$ cat src/rtl/pg_sup_pkg.sv
package pg_sup_pkg;
   localparam int unsigned PG_DELAY_DEF = 2048;
   localparam int unsigned PG_SYNC_DEF  = 2;

   // counter width able to hold the value 'limit'
   function automatic int unsigned cnt_bits(input int unsigned limit);
      return (limit < 2) ? 1 : $clog2(limit + 1);
   endfunction
endpackage

$ cat src/rtl/pg_sup_sync.sv
module pg_sup_sync #(
   parameter int unsigned W      = 1,
   parameter int unsigned STAGES = 2
) (
   input  logic         clk,
   input  logic         rst_n,
   input  logic [W-1:0] d,
   output logic [W-1:0] q
);
   generate
      if (STAGES == 0) begin : g_bypass
         assign q = d;
      end else begin : g_chain
         logic [STAGES-1:0][W-1:0] pipe;
         always_ff @(posedge clk or negedge rst_n) begin
            if (!rst_n) begin
               pipe <= '0;
            end else begin
               pipe[0] <= d;
               for (int k = 1; k < STAGES; k++) pipe[k] <= pipe[k-1];
            end
         end
         assign q = pipe[STAGES-1];
      end
   endgenerate
endmodule

$ cat src/rtl/pg_sup_qual.sv
module pg_sup_qual #(
   parameter int unsigned N_CH = 2
) (
   input  logic [N_CH-1:0] en,
   input  logic [N_CH-1:0] ss,
   input  logic [N_CH-1:0] win,
   input  logic            uv,
   output logic            ok,
   output logic            drop
);
   logic [N_CH-1:0] blocking;  // enabled but not yet ready to count
   logic [N_CH-1:0] faulted;   // enabled, ramp done, out of window

   generate
      for (genvar i = 0; i < N_CH; i++) begin : g_ch
         assign blocking[i] = en[i] & ~(ss[i] & win[i]);
         assign faulted[i]  = en[i] & ss[i] & ~win[i];
      end
   endgenerate

   assign ok   = (|en) & ~uv & ~(|blocking);
   assign drop = uv | ~(|en) | (|faulted);
endmodule

$ cat src/rtl/pg_sup_dly.sv
module pg_sup_dly #(
   parameter int unsigned DELAY = pg_sup_pkg::PG_DELAY_DEF
) (
   input  logic clk,
   input  logic rst_n,
   input  logic ok,
   output logic ready
);
   localparam int unsigned CNT_W = pg_sup_pkg::cnt_bits(DELAY);
   localparam logic [CNT_W-1:0] TERM = CNT_W'(DELAY);
   localparam logic [CNT_W-1:0] LAST = CNT_W'(DELAY - 1);

   logic [CNT_W-1:0] cnt;

   always_ff @(posedge clk or negedge rst_n) begin
      if (!rst_n)          cnt <= '0;
      else if (!ok)        cnt <= '0;
      else if (cnt != TERM) cnt <= cnt + 1'b1;
   end

   assign ready = ok & (cnt >= LAST);

   AST_CNT_BOUND: assert property (@(posedge clk) disable iff (!rst_n)
      cnt <= TERM);
   AST_CNT_CLEAR: assert property (@(posedge clk) disable iff (!rst_n)
      !ok |=> (cnt == '0));
endmodule

$ cat src/rtl/pgood_supervisor.sv
module pgood_supervisor #(
   parameter int unsigned N_CH        = 2,
   parameter int unsigned DELAY       = pg_sup_pkg::PG_DELAY_DEF,
   parameter int unsigned SYNC_STAGES = pg_sup_pkg::PG_SYNC_DEF
) (
   input  logic            clk,
   input  logic            rst_n,
   input  logic [N_CH-1:0] ch_en,
   input  logic [N_CH-1:0] ch_ss_done,
   input  logic [N_CH-1:0] ch_in_win,
   input  logic            supply_uv,
   output logic            pgood
);
   localparam int unsigned BUS_W = 3 * N_CH + 1;

   generate
      if (N_CH < 1) begin : g_bad_nch
         $error("pgood_supervisor: N_CH must be at least 1");
      end
      if (DELAY < 2) begin : g_bad_delay
         $error("pgood_supervisor: DELAY must be at least 2");
      end
      if (SYNC_STAGES > 8) begin : g_bad_sync
         $error("pgood_supervisor: SYNC_STAGES above 8 is not supported");
      end
   endgenerate

   logic [BUS_W-1:0] raw_bus, sync_bus;
   logic [N_CH-1:0]  en_s, ss_s, win_s;
   logic             uv_s;
   logic             ok, drop, ready;
   logic             pgood_q;

   assign raw_bus = {supply_uv, ch_in_win, ch_ss_done, ch_en};

   pg_sup_sync #(.W(BUS_W), .STAGES(SYNC_STAGES)) u_sync (
      .clk(clk), .rst_n(rst_n), .d(raw_bus), .q(sync_bus)
   );

   assign en_s  = sync_bus[N_CH-1:0];
   assign ss_s  = sync_bus[2*N_CH-1:N_CH];
   assign win_s = sync_bus[3*N_CH-1:2*N_CH];
   assign uv_s  = sync_bus[BUS_W-1];

   pg_sup_qual #(.N_CH(N_CH)) u_qual (
      .en(en_s), .ss(ss_s), .win(win_s), .uv(uv_s), .ok(ok), .drop(drop)
   );

   pg_sup_dly #(.DELAY(DELAY)) u_dly (
      .clk(clk), .rst_n(rst_n), .ok(ok), .ready(ready)
   );

   // rise only through the qualified delay, fall without any delay
   always_ff @(posedge clk or negedge rst_n) begin
      if (!rst_n)       pgood_q <= 1'b0;
      else if (pgood_q) pgood_q <= ~drop;
      else              pgood_q <= ready;
   end

   assign pgood = pgood_q;

   AST_PG_RISE_QUAL: assert property (@(posedge clk) disable iff (!rst_n)
      $rose(pgood_q) |-> $past(ok));
   AST_PG_UV_DROP: assert property (@(posedge clk) disable iff (!rst_n)
      uv_s |=> !pgood_q);
   AST_PG_ALL_OFF: assert property (@(posedge clk) disable iff (!rst_n)
      !(|en_s) |=> !pgood_q);

   generate
      for (genvar i = 0; i < N_CH; i++) begin : g_chk
         AST_PG_WIN_DROP: assert property (@(posedge clk) disable iff (!rst_n)
            (en_s[i] && ss_s[i] && !win_s[i]) |=> !pgood_q);
      end
   endgenerate
endmodule

$ cat config.mk
export PLATFORM = sky130hd
export DESIGN_NAME = pgood_supervisor
export DESIGN_NICKNAME = d
export VERILOG_FILES = /design/src/rtl/pg_sup_pkg.sv /design/src/rtl/pg_sup_sync.sv /design/src/rtl/pg_sup_qual.sv /design/src/rtl/pg_sup_dly.sv /design/src/rtl/pgood_supervisor.sv
export SDC_FILE = /design/constraint.sdc
export NUM_CORES = 1
export LEC_CHECK = 0
export ABC_AREA = 1
export ABC_CLOCK_PERIOD_IN_PS = 1200
export BUFFER_PORTS_ARGS = -buffer_cell sky130_fd_sc_hd__buf_2
export CAP_MARGIN = 20
export CORE_ASPECT_RATIO = 0.8
export CORE_MARGIN = 5
export CORE_UTILIZATION = 50
export CTS_CLUSTER_DIAMETER = 200
export DETAILED_ROUTE_END_ITERATION = 7
export PLACE_DENSITY = 0.7
export SLEW_MARGIN = 40
export SYNTH_ARGS = -nofsm -noshare
export SYNTH_HDL_FRONTEND = slang
export SYNTH_SLANG_ARGS = --single-unit
$ cat constraint.sdc
create_clock -name clk -period 1.2 [get_ports clk]
set_clock_uncertainty 0.05 [all_clocks]
set_input_delay 0.24 -clock clk [delete_from_list [all_inputs] [get_ports clk]]
set_output_delay 0.24 -clock clk [all_outputs]
set_load 0.01 [all_outputs]
==> impl_metrics.py, run 1 <==
metrics = {
    "run_status": {
        "status": "complete, but fails checks",
        "violations": "setup timing",
    },
    "logic_synthesis": {
        "synthCells": 143,
        "synth_flop_cell": "dfrtp_1",
        "synth_common_cells": "37 x nand2_1, 27 x dfrtp_1, 26 x nor2_1, 12 x inv_1, 10 x nand3_1",
        "synth.most_common_cell": "nand2_1",
        "ys_ff_latch": 27,
        "synth_area_leaders": "dfrtp_1 54%, nand2_1 11%, nor2_1 7.9%",
        "avgSynthCellArea_um2": 8.69,
        "yosys_warnings": 0,
        "syn_area_um2": 1240,
        "synthesis.nets": 154,
        "synth.distinct_cells": 21,
        "yosys.area.top_type": "dfrtp_1",
        "ys_seq_area_frac": 0.544,
        "synth_edf_count": 0,
        "synth_top_area_frac": 0.544,
        "synthArstFlopShare": 1.00,
    },
    "cts": {
        "htreeDepth": 1,
        "cts_tree": "built",
        "clk_pin_slew_ns": 0.15,
        "cts.sinks": 27,
        "root_buffer": "clkbuf_4",
        "numCtsBuffers": 3,
        "clkLatencyLatePin_ns": 0.33,
        "max-clock-path-buffers": 2,
    },
    "global_routing": {
        "grt_pass1_vias": 989,
        "grt_start_max_net_pins": 28,
        "antenna_found_initial": 0,
        "grt_pass1_wl_um": 4290,
        "gr-total-overflow": 0,
        "track_usage": 0.163,
    },
    "worst_setup_path": {
        "r2r_cells": 7,
        "r2r_slack_ns": -0.06,
        "r2r-end": "u_dly.cnt[5]",
        "path_delay_family": "simple AND/OR/NAND/NOR gates",
        "cp-start-kind": "flop",
        "crit_type": "reg2reg",
        "crit_slowest_cell": "dfrtp_1",
        "cp-end-kind": "flop",
        "slowest_delay_ns": 0.41,
        "required_ns": 1.39,
        "cp.buffers_inverters": 2,
        "crit_chain": "buf_4, nand2_2, nor2_4, buf_4, nand2_1, nand2_1, nor2_1",
        "worst_ep_arrival_time_ns": 1.46,
        "worst-path-max-fanout": 6,
        "r2r-start": "u_dly.cnt[1]",
    },
    "floorplanning": {
        "rows": 16,
        "io_pins": 10,
        "die_x_um": 65.7,
        "core-area_um2": 2420,
        "initial_utilization": 0.513,
        "dieArea_um2": 3590,
        "die_h_um": 54.6,
    },
    "place": {
        "placedCellCount": 191,
        "hpwl_um": 1710,
        "pre_cts_slack_ns": -0.0636,
        "numPortBuffers": 9,
        "place_congestion": 0.854,
    },
    "detailed_routing": {
        "vias": 1030,
        "ant_nets": 0,
        "viasPerCell": 4.84,
        "drt_iter0_drc": 65,
        "drt_pass1_iterations": 4,
        "routedWlPerCell_um": 11.6,
        "routed_wl_um": 2480,
        "route.detailed.drc": 0,
    },
    "timing": {
        "fin_tns_setup_ns": -0.168,
        "layout_setup_ws_ns": -0.0643,
        "worstMarginPinSlew_ns": 0.334,
        "fin_crit_ns": 1.26,
        "finalHoldViolCount": 0,
        "slew_violations": 0,
        "finalSetupViolations": 6,
        "fmax_mhz": 791,
        "timing.slew.headroom": 0.777,
        "finalCritPeriodShare": 1.05,
        "grt_setup_unrepaired": "true",
        "hold_ws_ns": 0.318,
    },
    "flow_run": {
        "cap_violations": 0,
    },
    "min_path": {
        "hold_end": "u_sync.q[4]",
        "worstHoldPathCells": 0,
        "hold_start": "u_sync.g_chain.pipe[4]",
        "hold_path_class": "reg2reg",
    },
    "pwr": {
        "power_leakage_nw": 0.745,
        "peakVddDrop_mv": 0.615,
        "cellPowerDensity_nw_per_um2": 943,
    },
    "cells_and_area": {
        "diodes": 0,
        "syn_to_final_growth_pct": 26.7,
        "layout.cells.non_filler": 213,
        "drive_above_1_share": 0.277,
        "finalCoreUtilization": 0.650,
        "final_nets": 189,
    },
}
## per-layer routing
layer / up-vias / wire length (um) / GRT usage
met5: - / 0 / 0
met4: 0 / 39 / 0.0759
met3: 5 / 115 / 0.0370
met2: 23 / 1090 / 0.260
met1: 484 / 1230 / 0.215
li1: 518 / - / -
## power breakdown
part / switching, mW / internal, mW / total, mW
Sequential: 0.0138 / 0.936 / 0.950
Clock: 0.284 / 0.136 / 0.420
Combinational: 0.0579 / 0.0568 / 0.115
## layout make-up
type	instances	area, um^2
Clock buffer	3	22.5
Clock inverter	1	8.76
Fill cell	190	848
Inverter	13	48.8
Multi-Input combinational cell	101	534
Sequential cell	27	676
Tap cell	36	45.0
Timing Repair Buffer	32	239
## sequential cells by signal, indices dropped and copies added (netlist names)
name and flops:
u_sync.q 7, u_dly.cnt 12, u_sync.g_chain.pipe 7, pgood 1
## placed cells by master (no fill, tap or decap), drive strengths merged, types with 3 or more instances in the layout
| master | n |
|---|---|
| clkbuf | 3 |
| a21oi | 5 |
| nor2 | 32 |
| nand3 | 12 |
| dlygate4sd3 | 8 |
| inv | 14 |
| buf | 24 |
| nand4 | 4 |
| dfrtp | 27 |
| nand2 | 40 |
## how the worst max path moves through the flow
stage	start	end	slack (ns)	depth (start not counted)
after floorplan	u_dly.cnt[0]	u_dly.cnt[0]	0.02	7
after global placement	u_dly.cnt[0]	u_dly.cnt[4]	-0.006	5
after detailed placement	u_dly.cnt[0]	u_dly.cnt[10]	-0.06	6
after CTS	u_dly.cnt[0]	u_dly.cnt[10]	-0.05	7
after global routing	u_dly.cnt[1]	u_dly.cnt[11]	-0.15	7
final	u_dly.cnt[1]	u_dly.cnt[5]	-0.06	7
## what timing repair did
action | CTS | global route
setup endpoints to repair | 10 | 14
pin swaps | 10 | 4
gates cloned | 0 | 1
buffers inserted | 5 | 4
endpoints found under the hold margin | 34 | 0
resized for setup | 8 | 3
hold buffers | 8 | 0
## metrics by stage
stage	area (um^2)	power, mW
finish	1570	1.48
global route	1570	1.55
CTS	1530	1.50
detailed placement	1350	1.05
global placement	1350	1.05
floorplan	1240	1.00
## kinds of logic after synthesis
kind of cell,share of synthesized area
xor+xnor,0.00705
fa+ha+maj,0.0201
buf+inv,0.0524
flops,0.544
compound gates,0.0373
simple gates,0.339
No activity file was read; power rests on OpenSTA's default activity.
==> run 2: changes to the inputs <==
CTS_BUF_LIST = sky130_fd_sc_hd__clkbuf_4 sky130_fd_sc_hd__clkbuf_8   (was not set)
PLACE_DENSITY = 0.71   (was 0.7)
==> run 2 against run 1 <==
  * The run still ends with setup timing left
  * Highest routed layer unchanged
  * Design area decreased by 1.3%
  * Largest power group unchanged
  * Via count decreased by 0.78%
  * Die area unchanged
  * Count of clock-buffer cells in the layout unchanged
==> impl_metrics.py, run 2 (synthesis gave the netlist of run 1 again) <==
metrics = {
    "timing": {
        "layout_setup_ws_ns": -0.0744,
        "finalSetupViolations": 9,
        "finalHoldViolCount": 0,
        "hold_ws_ns": 0.242,
        "worstMarginPinSlew_ns": 0.302,
        "timing.slew.headroom": 0.799,
        "fin_crit_ns": 1.27,
        "fin_tns_setup_ns": -0.353,
        "grt_setup_unrepaired": "true",
        "slew_violations": 0,
        "finalCritPeriodShare": 1.06,
        "fmax_mhz": 785,
    },
    "cts": {
        "max-clock-path-buffers": 2,
        "clkLatencyLatePin_ns": 0.33,
        "htreeDepth": 1,
        "cts.sinks": 27,
        "clk_pin_slew_ns": 0.15,
        "cts_tree": "built",
        "root_buffer": "clkbuf_4",
        "numCtsBuffers": 3,
    },
    "worst_setup_path": {
        "r2r_cells": 7,
        "r2r_slack_ns": -0.07,
        "cp-end-kind": "flop",
        "r2r-end": "u_dly.cnt[0]",
        "crit_type": "reg2reg",
        "required_ns": 1.39,
        "cp-start-kind": "flop",
        "worst_ep_arrival_time_ns": 1.47,
        "startpoint": "u_dly.cnt[1]",
        "worst-path-max-fanout": 4,
        "r2r-start": "u_dly.cnt[1]",
    },
    "cells_and_area": {
        "fin_area_um2": 1550,
        "syn_to_final_growth_pct": 25.1,
        "top_register": "u_dly.cnt",
        "final_nets": 183,
        "layout_common_cells": "35 x nand2_1, 27 x dfrtp_1, 24 x nor2_1",
        "largest_reg_flops": 12,
        "diodes": 0,
        "finalCoreUtilization": 0.642,
        "final_common_cell": "nand2_1",
        "drive_above_1_share": 0.251,
    },
    "pwr": {
        "peakVddDrop_mv": 0.551,
        "power_leakage_nw": 0.708,
        "cellPowerDensity_nw_per_um2": 950,
    },
    "floorplanning": {
        "io_pins": 10,
        "dieArea_um2": 3590,
        "initial_utilization": 0.513,
        "rows": 16,
        "core-area_um2": 2420,
        "die_x_um": 65.7,
        "die_h_um": 54.6,
    },
    "place": {
        "dpl_cell_area_um2": 1380,
        "numPortBuffers": 9,
        "place_congestion": 0.847,
        "hpwl_um": 1780,
    },
    "detailed_routing": {
        "route.detailed.drc": 0,
        "met3_length_um": 146,
        "drt_pass1_iterations": 4,
        "drt_iter0_drc": 60,
        "highest_layer": "met4",
        "wl_met2_um": 1170,
        "ant_nets": 0,
        "wl_met1_um": 1140,
        "vias": 1022,
        "routed_wl_um": 2500,
        "viasPerCell": 4.94,
        "routedWlPerCell_um": 12.1,
    },
    "global_routing": {
        "grt_start_max_net_pins": 18,
        "antenna_found_initial": 0,
        "track_usage": 0.166,
        "grt_pass1_wl_um": 4360,
        "gr-total-overflow": 0,
        "grt_pass1_vias": 961,
    },
    "flow_run": {
        "cap_violations": 0,
    },
    "run_status": {
        "violations": "setup timing",
        "status": "complete, but fails checks",
    },
    "min_path": {
        "hold_path_class": "in2async",
    },
}
==> run 2: changes by cell type in the layout (fill, tap and decap cells not counted) <==
cell and delta:
a21oi_1 -1, a21oi_2 +1, buf_12 +1, buf_2 -1, buf_4 -8, buf_6 +2
clkinvlp_4 +1, inv_2 -1, inv_4 +1, inv_6 -1, nor2_1 +1, nor2_2 -1
==> run 2: per-layer routing <==
metal  vias up  GRT usage
met2        27      0.260
met3         5     0.0431
met1       482      0.223
met4         0     0.0621
met5         -          0
li1        508          -
==> run 2: final cells by class <==
cell class,instances,area [um^2]
fillers,202,868
flip-flops and latches,27,676
multi-input cells,101,536
repair buffers,26,216
inverters,13,51.3
well taps,36,45.0
clock buffers,3,22.5
clock inverters,1,7.51
==> run 2: metrics by stage <==
stage	power [mW]	instances	setup WS, ns
finish	1.48	207	-0.0744
global route	1.54	207	-0.172
CTS	1.49	205	-0.0446
detailed placement	1.06	193	-0.0272
global placement	1.05	193	0.00878
floorplan	1.00	143	0.0155
==> run 2: critical path, cell delays in order, from the launching register on <==
cell	delay, ns
dfrtp_1	0.44
inv_1	0.11
ha_4	0.14
nand3_1	0.09
nor2_2	0.13
nand2_1	0.09
nand3_1	0.09
nand2_1	0.05
==> run 2: power by group <==
group / switching, mW / total (mW) / internal, mW
Clock: 0.283 / 0.411 / 0.128
Combinational: 0.0571 / 0.116 / 0.0585
Sequential: 0.0134 / 0.950 / 0.936
==> run 2: worst max path at each step <==
stage	to	slack (ns)	depth (start not counted)
6_report	u_dly.cnt[0]	-0.07	7
5_1_grt	u_dly.cnt[10]	-0.17	6
4_1_cts	u_dly.cnt[1]	-0.04	7
3_5_place_dp	u_dly.cnt[10]	-0.03	6
3_3_place_gp	u_dly.cnt[10]	0.009	6
2_1_floorplan	u_dly.cnt[0]	0.02	7
==> run 2: what timing repair did <==
action	4_1_cts	5_1_grt
resized for setup	5	9
hold buffers	8	0
setup endpoints to repair	8	14
pin swaps	3	17
setup buffers	0	2
hold endpoints to repair	34	0
